==> config.mk <==
export PLATFORM = sky130hd
export DESIGN_NAME = rr_cmd_seq
export DESIGN_NICKNAME = d
export VERILOG_FILES = /design/src/rtl/rr_seq_pkg.sv /design/src/rtl/rr_param_table.sv /design/src/rtl/rr_step_decode.sv /design/src/rtl/rr_cmd_seq.sv
export SDC_FILE = /design/constraint.sdc
export NUM_CORES = 1
export LEC_CHECK = 0
export ABC_AREA = 1
export BUFFER_PORTS_ARGS = -buffer_cell sky130_fd_sc_hd__buf_4
export CORE_ASPECT_RATIO = 1.4
export CORE_UTILIZATION = 44
export CTS_BUF_LIST = sky130_fd_sc_hd__clkbuf_8 sky130_fd_sc_hd__clkbuf_16
export DETAILED_ROUTE_END_ITERATION = 8
export GPL_ROUTABILITY_DRIVEN = 0
export GPL_TIMING_DRIVEN = 0
export HOLD_SLACK_MARGIN = 0.12
export PLACE_DENSITY = 0.77
export SYNTH_ARGS = -nofsm -noshare
export SYNTH_HDL_FRONTEND = slang
export SYNTH_SLANG_ARGS = --single-unit
==> constraint.sdc <==
create_clock -name clk -period 1.6 [get_ports clk]
set_input_delay 0.08 -clock clk [delete_from_list [all_inputs] [get_ports clk]]
set_output_delay 0.08 -clock clk [all_outputs]
set_load 0.03 [all_outputs]
==> src/rtl/rr_seq_pkg.sv <==
// Shared types and constants of the read-retry command sequencer.
// Assumes the device register list holds at most eight entries.
package rr_seq_pkg;

    typedef enum logic [2:0] {
        BK_CMD   = 3'd0,
        BK_ADDR  = 3'd1,
        BK_DOUT  = 3'd2,
        BK_PAGE  = 3'd3,
        BK_RESET = 3'd4
    } bus_kind_e;

    localparam logic [7:0] OP_PARAM_OPEN  = 8'h36;
    localparam logic [7:0] OP_PARAM_DONE  = 8'h16;
    localparam logic [7:0] OP_AREA_STEP1  = 8'h17;
    localparam logic [7:0] OP_AREA_STEP2  = 8'h04;
    localparam logic [7:0] OP_AREA_STEP3  = 8'h19;
    localparam logic [7:0] AREA_CTRL_REG  = 8'h38;
    localparam logic [7:0] AREA_OPEN_VAL  = 8'h52;
    localparam logic [7:0] AREA_CLOSE_VAL = 8'h00;
    localparam logic [7:0] RESET_BYTE     = 8'hFF;
    localparam logic [3:0] CODE_BAD_MODE  = 4'hF;

    // Device register offset for list position idx.
    function automatic logic [7:0] retry_reg_offset(input int unsigned idx);
        case (idx)
            0:       return 8'hCC;
            1:       return 8'hBF;
            2:       return 8'hAA;
            3:       return 8'hAB;
            4:       return 8'hCD;
            5:       return 8'hAD;
            6:       return 8'hAE;
            7:       return 8'hAF;
            default: return 8'h00;
        endcase
    endfunction

    // Built-in parameter value for mode m, register position i.
    function automatic logic [7:0] retry_value(input int unsigned m, input int unsigned i);
        logic [31:0] raw;
        raw = ((m * 16) + i) ^ 32'hA5;
        return raw[7:0];
    endfunction

endpackage

==> src/rtl/rr_param_table.sv <==
// Parameter table: holds the device register offsets and one row of
// values per retry mode, and looks up one (offset, value) pair.
// Assumes NREGS <= 8; an out-of-range mode reads as zero.
module rr_param_table
    import rr_seq_pkg::*;
#(
    parameter int NREGS  = 8,
    parameter int NMODES = 6,
    parameter int MODE_W = 3,
    parameter int REG_W  = 3
) (
    input  logic [MODE_W-1:0] mode_idx,
    input  logic [REG_W-1:0]  reg_idx,
    output logic [7:0]        reg_off,
    output logic [7:0]        reg_val
);
    localparam int ENTRIES = NREGS * NMODES;

    logic [7:0] offs [NREGS];
    logic [7:0] vals [ENTRIES];

    // Fill the offset list and the value rows.
    for (genvar r = 0; r < NREGS; r++) begin : g_off
        assign offs[r] = retry_reg_offset(r);
        for (genvar m = 0; m < NMODES; m++) begin : g_val
            assign vals[m*NREGS + r] = retry_value(m, r);
        end
    end

    // Select the entry of the requested mode row.
    always_comb begin
        reg_off = 8'h00;
        reg_val = 8'h00;
        if (int'(reg_idx) < NREGS) begin
            reg_off = offs[reg_idx];
            if (int'(mode_idx) < NMODES) begin
                reg_val = vals[int'(mode_idx)*NREGS + int'(reg_idx)];
            end
        end
    end

endmodule

==> src/rtl/rr_step_decode.sv <==
// Step decoder: maps (flow, step number) to one bus cycle description.
// Assumes step stays within the length of the selected flow.
module rr_step_decode
    import rr_seq_pkg::*;
#(
    parameter int          NREGS     = 8,
    parameter int          STEP_W    = 5,
    parameter int          REG_W     = 3,
    parameter logic [15:0] PAGE_SEL0 = 16'h021F,
    parameter logic [15:0] LEN_SEL0  = 16'd784,
    parameter logic [15:0] PAGE_SEL1 = 16'h0200,
    parameter logic [15:0] LEN_SEL1  = 16'd528
) (
    input  logic              flow_area,
    input  logic              page_sel,
    input  logic [STEP_W-1:0] step,
    input  logic [7:0]        reg_off,
    input  logic [7:0]        reg_val,
    output logic [REG_W-1:0]  reg_idx,
    output logic [2:0]        kind,
    output logic [7:0]        byte_o,
    output logic [15:0]       page,
    output logic [15:0]       len,
    output logic              last
);
    localparam int RETRY_LAST = 2 * NREGS + 1;
    localparam int AREA_LAST  = 14;

    logic [STEP_W-1:0] pair_pos;

    // Position within the address/data pairs of the retry flow.
    always_comb begin
        pair_pos = step - STEP_W'(1);
        reg_idx  = pair_pos[REG_W:1];
    end

    // Decode the cycle for the current step.
    always_comb begin
        kind   = BK_CMD;
        byte_o = 8'h00;
        page   = 16'h0000;
        len    = 16'h0000;
        last   = 1'b0;
        if (!flow_area) begin
            if (step == '0) begin
                byte_o = OP_PARAM_OPEN;
            end else if (int'(step) == RETRY_LAST) begin
                byte_o = OP_PARAM_DONE;
                last   = 1'b1;
            end else if (!pair_pos[0]) begin
                kind   = BK_ADDR;
                byte_o = reg_off;
            end else begin
                kind   = BK_DOUT;
                byte_o = reg_val;
            end
        end else begin
            case (int'(step))
                0, 9: begin kind = BK_RESET; byte_o = RESET_BYTE; end
                1, 10: byte_o = OP_PARAM_OPEN;
                2, 11: begin kind = BK_ADDR; byte_o = AREA_CTRL_REG; end
                3: begin kind = BK_DOUT; byte_o = AREA_OPEN_VAL; end
                12: begin kind = BK_DOUT; byte_o = AREA_CLOSE_VAL; end
                4, 13: byte_o = OP_PARAM_DONE;
                5: byte_o = OP_AREA_STEP1;
                6: byte_o = OP_AREA_STEP2;
                7: byte_o = OP_AREA_STEP3;
                8: begin
                    kind = BK_PAGE;
                    page = page_sel ? PAGE_SEL1 : PAGE_SEL0;
                    len  = page_sel ? LEN_SEL1 : LEN_SEL0;
                end
                default: begin
                    kind = BK_PAGE;
                    last = (int'(step) == AREA_LAST);
                end
            endcase
        end
    end

endmodule

==> src/rtl/rr_cmd_seq.sv <==
// Read-retry command sequencer top: accepts a request, steps through the
// selected flow one handshaken bus cycle at a time, aborts on a bus error
// and reports completion. Assumes bus_ready only while bus_valid is high.
module rr_cmd_seq
    import rr_seq_pkg::*;
#(
    parameter int          NREGS     = 8,
    parameter int          NMODES    = 6,
    parameter int          MODE_W    = 3,
    parameter logic [15:0] PAGE_SEL0 = 16'h021F,
    parameter logic [15:0] LEN_SEL0  = 16'd784,
    parameter logic [15:0] PAGE_SEL1 = 16'h0200,
    parameter logic [15:0] LEN_SEL1  = 16'd528
) (
    input  logic              clk,
    input  logic              rst_n,
    input  logic              req_start,
    input  logic              req_flow,
    input  logic [MODE_W-1:0] req_mode,
    input  logic              req_otp_sel,
    output logic              busy,
    output logic              done,
    output logic              done_err,
    output logic [3:0]        done_code,
    output logic              bus_valid,
    output logic [2:0]        bus_kind,
    output logic [7:0]        bus_byte,
    output logic [15:0]       bus_page,
    output logic [15:0]       bus_len,
    input  logic              bus_ready,
    input  logic              bus_err,
    input  logic [3:0]        bus_err_code
);
    localparam int REG_W     = (NREGS > 1) ? $clog2(NREGS) : 1;
    localparam int MAX_STEPS = (2 * NREGS + 2 > 15) ? 2 * NREGS + 2 : 15;
    localparam int STEP_W    = $clog2(MAX_STEPS + 1);

    typedef enum logic { S_IDLE, S_ISSUE } seq_state_e;

    seq_state_e        state_q;
    logic [STEP_W-1:0] step_q;
    logic              flow_q;
    logic              sel_q;
    logic [MODE_W-1:0] mode_q;
    logic              done_q;
    logic              derr_q;
    logic [3:0]        dcode_q;

    logic [REG_W-1:0]  reg_idx;
    logic [7:0]        reg_off;
    logic [7:0]        reg_val;
    logic              step_last;
    logic              mode_bad;
    logic              accept;

    rr_param_table #(
        .NREGS (NREGS),
        .NMODES(NMODES),
        .MODE_W(MODE_W),
        .REG_W (REG_W)
    ) table_i (
        .mode_idx(mode_q),
        .reg_idx (reg_idx),
        .reg_off (reg_off),
        .reg_val (reg_val)
    );

    rr_step_decode #(
        .NREGS    (NREGS),
        .STEP_W   (STEP_W),
        .REG_W    (REG_W),
        .PAGE_SEL0(PAGE_SEL0),
        .LEN_SEL0 (LEN_SEL0),
        .PAGE_SEL1(PAGE_SEL1),
        .LEN_SEL1 (LEN_SEL1)
    ) decode_i (
        .flow_area(flow_q),
        .page_sel (sel_q),
        .step     (step_q),
        .reg_off  (reg_off),
        .reg_val  (reg_val),
        .reg_idx  (reg_idx),
        .kind     (bus_kind),
        .byte_o   (bus_byte),
        .page     (bus_page),
        .len      (bus_len),
        .last     (step_last)
    );

    // Request checks and handshake detection.
    always_comb begin
        mode_bad = !req_flow && ({1'b0, req_mode} >= (MODE_W+1)'(NMODES));
        accept   = (state_q == S_ISSUE) && bus_ready;
    end

    // Sequencer state, step counter and completion status.
    always_ff @(posedge clk) begin
        if (!rst_n) begin
            state_q <= S_IDLE;
            step_q  <= '0;
            flow_q  <= 1'b0;
            sel_q   <= 1'b0;
            mode_q  <= '0;
            done_q  <= 1'b0;
            derr_q  <= 1'b0;
            dcode_q <= 4'h0;
        end else begin
            done_q <= 1'b0;
            case (state_q)
                S_IDLE: begin
                    if (req_start) begin
                        if (mode_bad) begin
                            done_q  <= 1'b1;
                            derr_q  <= 1'b1;
                            dcode_q <= CODE_BAD_MODE;
                        end else begin
                            state_q <= S_ISSUE;
                            step_q  <= '0;
                            flow_q  <= req_flow;
                            sel_q   <= req_otp_sel;
                            mode_q  <= req_mode;
                            derr_q  <= 1'b0;
                            dcode_q <= 4'h0;
                        end
                    end
                end
                default: begin
                    if (accept) begin
                        if (bus_err) begin
                            state_q <= S_IDLE;
                            done_q  <= 1'b1;
                            derr_q  <= 1'b1;
                            dcode_q <= bus_err_code;
                        end else if (step_last) begin
                            state_q <= S_IDLE;
                            done_q  <= 1'b1;
                        end else begin
                            step_q <= step_q + STEP_W'(1);
                        end
                    end
                end
            endcase
        end
    end

    // Output drive.
    always_comb begin
        busy      = (state_q == S_ISSUE);
        bus_valid = (state_q == S_ISSUE);
        done      = done_q;
        done_err  = derr_q;
        done_code = dcode_q;
    end

    // A presented cycle stays unchanged until accepted.
    p_hold_until_ready_r7: assert property (@(posedge clk) disable iff (!rst_n)
        bus_valid && !bus_ready |=> bus_valid && $stable(bus_kind) && $stable(bus_byte)
            && $stable(bus_page) && $stable(bus_len));

    // An errored handshake ends the flow with the error reported.
    p_error_stops_r8: assert property (@(posedge clk) disable iff (!rst_n)
        bus_valid && bus_ready && bus_err |=> !bus_valid && done && done_err
            && (done_code == $past(bus_err_code)));

    // done is a single pulse outside busy.
    p_done_pulse_r9: assert property (@(posedge clk) disable iff (!rst_n)
        done |-> !busy ##1 !done);

    // A start while running does not change the latched request.
    p_start_ignored_r10: assert property (@(posedge clk) disable iff (!rst_n)
        busy && req_start && !bus_ready |=> busy && $stable(flow_q) && $stable(step_q)
            && $stable(mode_q));

    // A rejected mode produces no bus cycle.
    p_bad_mode_r11: assert property (@(posedge clk) disable iff (!rst_n)
        !busy && req_start && mode_bad |=> !bus_valid && done && (done_code == CODE_BAD_MODE));

    // The retry flow opens with the parameter-open command.
    p_retry_open_r1: assert property (@(posedge clk) disable iff (!rst_n)
        !busy && req_start && !req_flow && !mode_bad |=> bus_valid
            && (bus_kind == BK_CMD) && (bus_byte == OP_PARAM_OPEN));

endmodule

==> impl_metrics.ini <==
[sta]
finalSetupViolCount = 27
fmax_mhz = 479
fin_crit_ps = 2090
rsz0062_at_grt = true
drv_slew = 0
worst_clock_skew_ps = 2.45
relSlewSlack_pct = 65.5
worst_slack_ps = -487
tightest_slew_ps = 517
fin_crit_sh_pct = 130
finalHoldViolations = 0
totalNegativeSetupSlack_ps = -9200
timing.hold.ws_ps = 111

[yosys]
synth_top_area_share_pct = 20.4
synth-edff-count = 0
synth-seq-cells = 17
netlist_top_cells_area = dfxtp_1 20%, buf_4 15%, nand2_1 13%
synth_top_area_cell = dfxtp_1
yosysUniqueCellTypes = 32
yosys_warnings = 0
yosysSeqAreaShare_pct = 20.4
syn_area_sq_um = 1670
synthCells = 264
yosysMostFrequentCell = nand2_1
ys_top_cells_by_count = 58 x nand2_1, 33 x buf_4, 31 x nor2_1
avgSynthCellArea_sq_um = 6.31
synth-async-reset-ratio_pct = 0
synth-main-ff-cell = dfxtp_1

[floorplanning]
die_h_microns = 74.8
placeableCoreArea_sq_um = 3640
die_x_microns = 54.0
rows = 26
num_io_pins = 65
die-area_sq_um = 4040
initial_core_util_pct = 45.7

[layout]
final_area_sq_um = 3030
fill_cells = 217
area_growth_pct = 81.9
antenna_cells = 0
nets = 387
post-route-util_pct = 83.1
drive_above_1_share_pct = 56.7

[detailed_routing]
drt-initial-drc-count = 155
wl_met2_mm = 3.61
ant_nets = 0
wl_mm = 6.83
vias_per_cell = 5.45
drc_errors = 0
vias = 2229
firstDrtPassIters = 5
routed.top_layer = met4
met1_length_mm = 2.30
route.met3.wl_microns = 477
wl_per_cell_microns = 16.7

[global_route]
grt_max_degree = 12
antenna_found_initial = 0
grt_pass1_vias = 2053
overflow = 0
track_usage_pct = 30.9
grt_pass1_wl_mm = 9.22

[pwr]
power.net_switching_mw = 1.21
p_comb_share_pct = 67.8
p_int_mw = 1.33
power_mw = 2.53
ir_drop_v = 0.000667
power_density_nw_per_um2 = 837
sequentialPowerShare_pct = 20.0
clkPwrFrac_pct = 12.1
p_leak_nw = 1.48
switching_share_pct = 47.6

[worst_setup_path]
path_class = flip-flop to output port
crit_slowest_cell = dfxtp_4
critical_path_arrival_ps = 2010
cp_top_family = compound AO/OA/AOI/OAI gates
startpoint_type = flip-flop
slowest_delay_ps = 390
cp.depth = 10
required_ps = 1520
cp_max_fo = 4
crit_path_end_kind = output port
path_common_cell = inv_4
reg2reg_depth = 14
crit_buf_inv = 4
path_cells = inv_4 -> ha_4 -> inv_4 -> nor2_4 -> nand2_1 -> inv_1 -> nor2_2 -> o31ai_2 -> o31a_1 -> buf_6

[run_status]
status = finished with violations
violations = setup timing

[clock_network]
clock_sinks = 17
clkLatencyLatePin_ps = 250
numCtsBuffers = 3
cts_tree = done
clockBufferDepth = 2
cts_root_buffer = clkbuf_8
cts.htree.levels = 1
path_clk_slew_ps = 60

[worst_hold_path]
min_path_cells = 3
hold_path.class = primary input to flip-flop

[placed_design]
hpwl_mm = 3.15
io_buffers = 40
placed_area_sq_um = 2170

[run]
drv_cap = 0
## cell usage in the layout, fill, tap and decap left out, types with 10 or more instances in the layout
master	n
buf_4	69
nand2_1	39
buf_6	35
conb_1	23
nor2_1	17
nand2_2	15
a21oi_1	14
dfxtp_1	14
nor2_4	13
inv_2	12
inv_1	11
nand2_4	10
nand3_1	10
o21ai_0	10
## power groups by stage
stage / Clock (mW) / Sequential [mW] / Combinational [mW]
after floorplan: 0 / 0.521 / 0.796
after global placement: 0 / 0.503 / 1.06
after detailed placement: 0 / 0.504 / 1.07
after CTS: 0.307 / 0.503 / 1.35
after global routing: 0.325 / 0.511 / 1.80
final: 0.308 / 0.508 / 1.72
## logic make-up (layout without fill, tap and decap cells)
group	count (synthesis)	count (layout)	synth area share, %
AND/OR/NAND/NOR	125	126	35.2
buffers and inverters	67	147	23.1
AO/OA/AOI/OAI	47	47	16.3
flip-flops	17	17	20.4
adder cells (fa/ha/maj)	5	5	3.76
XOR/XNOR	2	2	1.05
other	1	23	0.225
## through the flow
stage,std cells,setup WS (ps)
5_1_grt,409,-609
3_3_place_gp,368,-226
3_5_place_dp,368,-285
6_report,409,-487
2_1_floorplan,286,-43.7
4_1_cts,405,-344
## metal layers
layer  track usage, %  vias up
met4             18.8        0
met5                0        -
li1                 -     1004
met2             53.1      148
met3             10.5       44
met1             31.5     1033
## state kept, by name (all words and copies together), names as in the netlist
name / flops
step_q: 5
done_code: 4
mode_q: 3
bus_valid: 1
done: 1
done_err: 1
flow_q: 1
sel_q: 1
## worst register-to-register path: stages, from the launching register on
cell,delay (ps)
dfxtp_4,370
buf_12,130
ha_4,170
inv_4,70
nor2_4,50
nand2_2,110
buf_4,140
buf_4,120
nand3_1,100
nor2_2,160
nand3_4,110
nand2_4,100
nand2_4,90
a21oi_1,160
nor2_1,60
## area by class of cell
type / count / area [sq um] / area share, %
inverter: 29 / 129 / 4.25
clock buffer: 3 / 41.3 / 1.36
clock inverter: 1 / 3.75 / 0.124
timing repair buffer: 76 / 693 / 22.9
sequential: 17 / 352 / 11.6
tap: 42 / 52.6 / 1.73
multi-input combinational: 203 / 1450 / 47.8
buffer: 38 / 309 / 10.2
## path summary, 6_finish.rpt
check / from / end / slack (ps)
setup / recovery: step_q[1] / bus_byte[4] / -490
hold / removal: bus_err_code[1] / done_code[1] / 110
setup reg to reg: step_q[1] / step_q[1] / -440
hold reg to reg: done_code[0] / done_code[0] / 470
## timing repair
item / CTS / global route
gates cloned: 1 / 0
gates resized for setup: 68 / 71
setup buffers: 27 / 6
pin swaps: 30 / 37
endpoints found under the setup margin: 25 / 32
hold endpoints to repair: 5 / 0
hold buffers: 5 / 0
No activity file was read; power rests on OpenSTA's default activity.
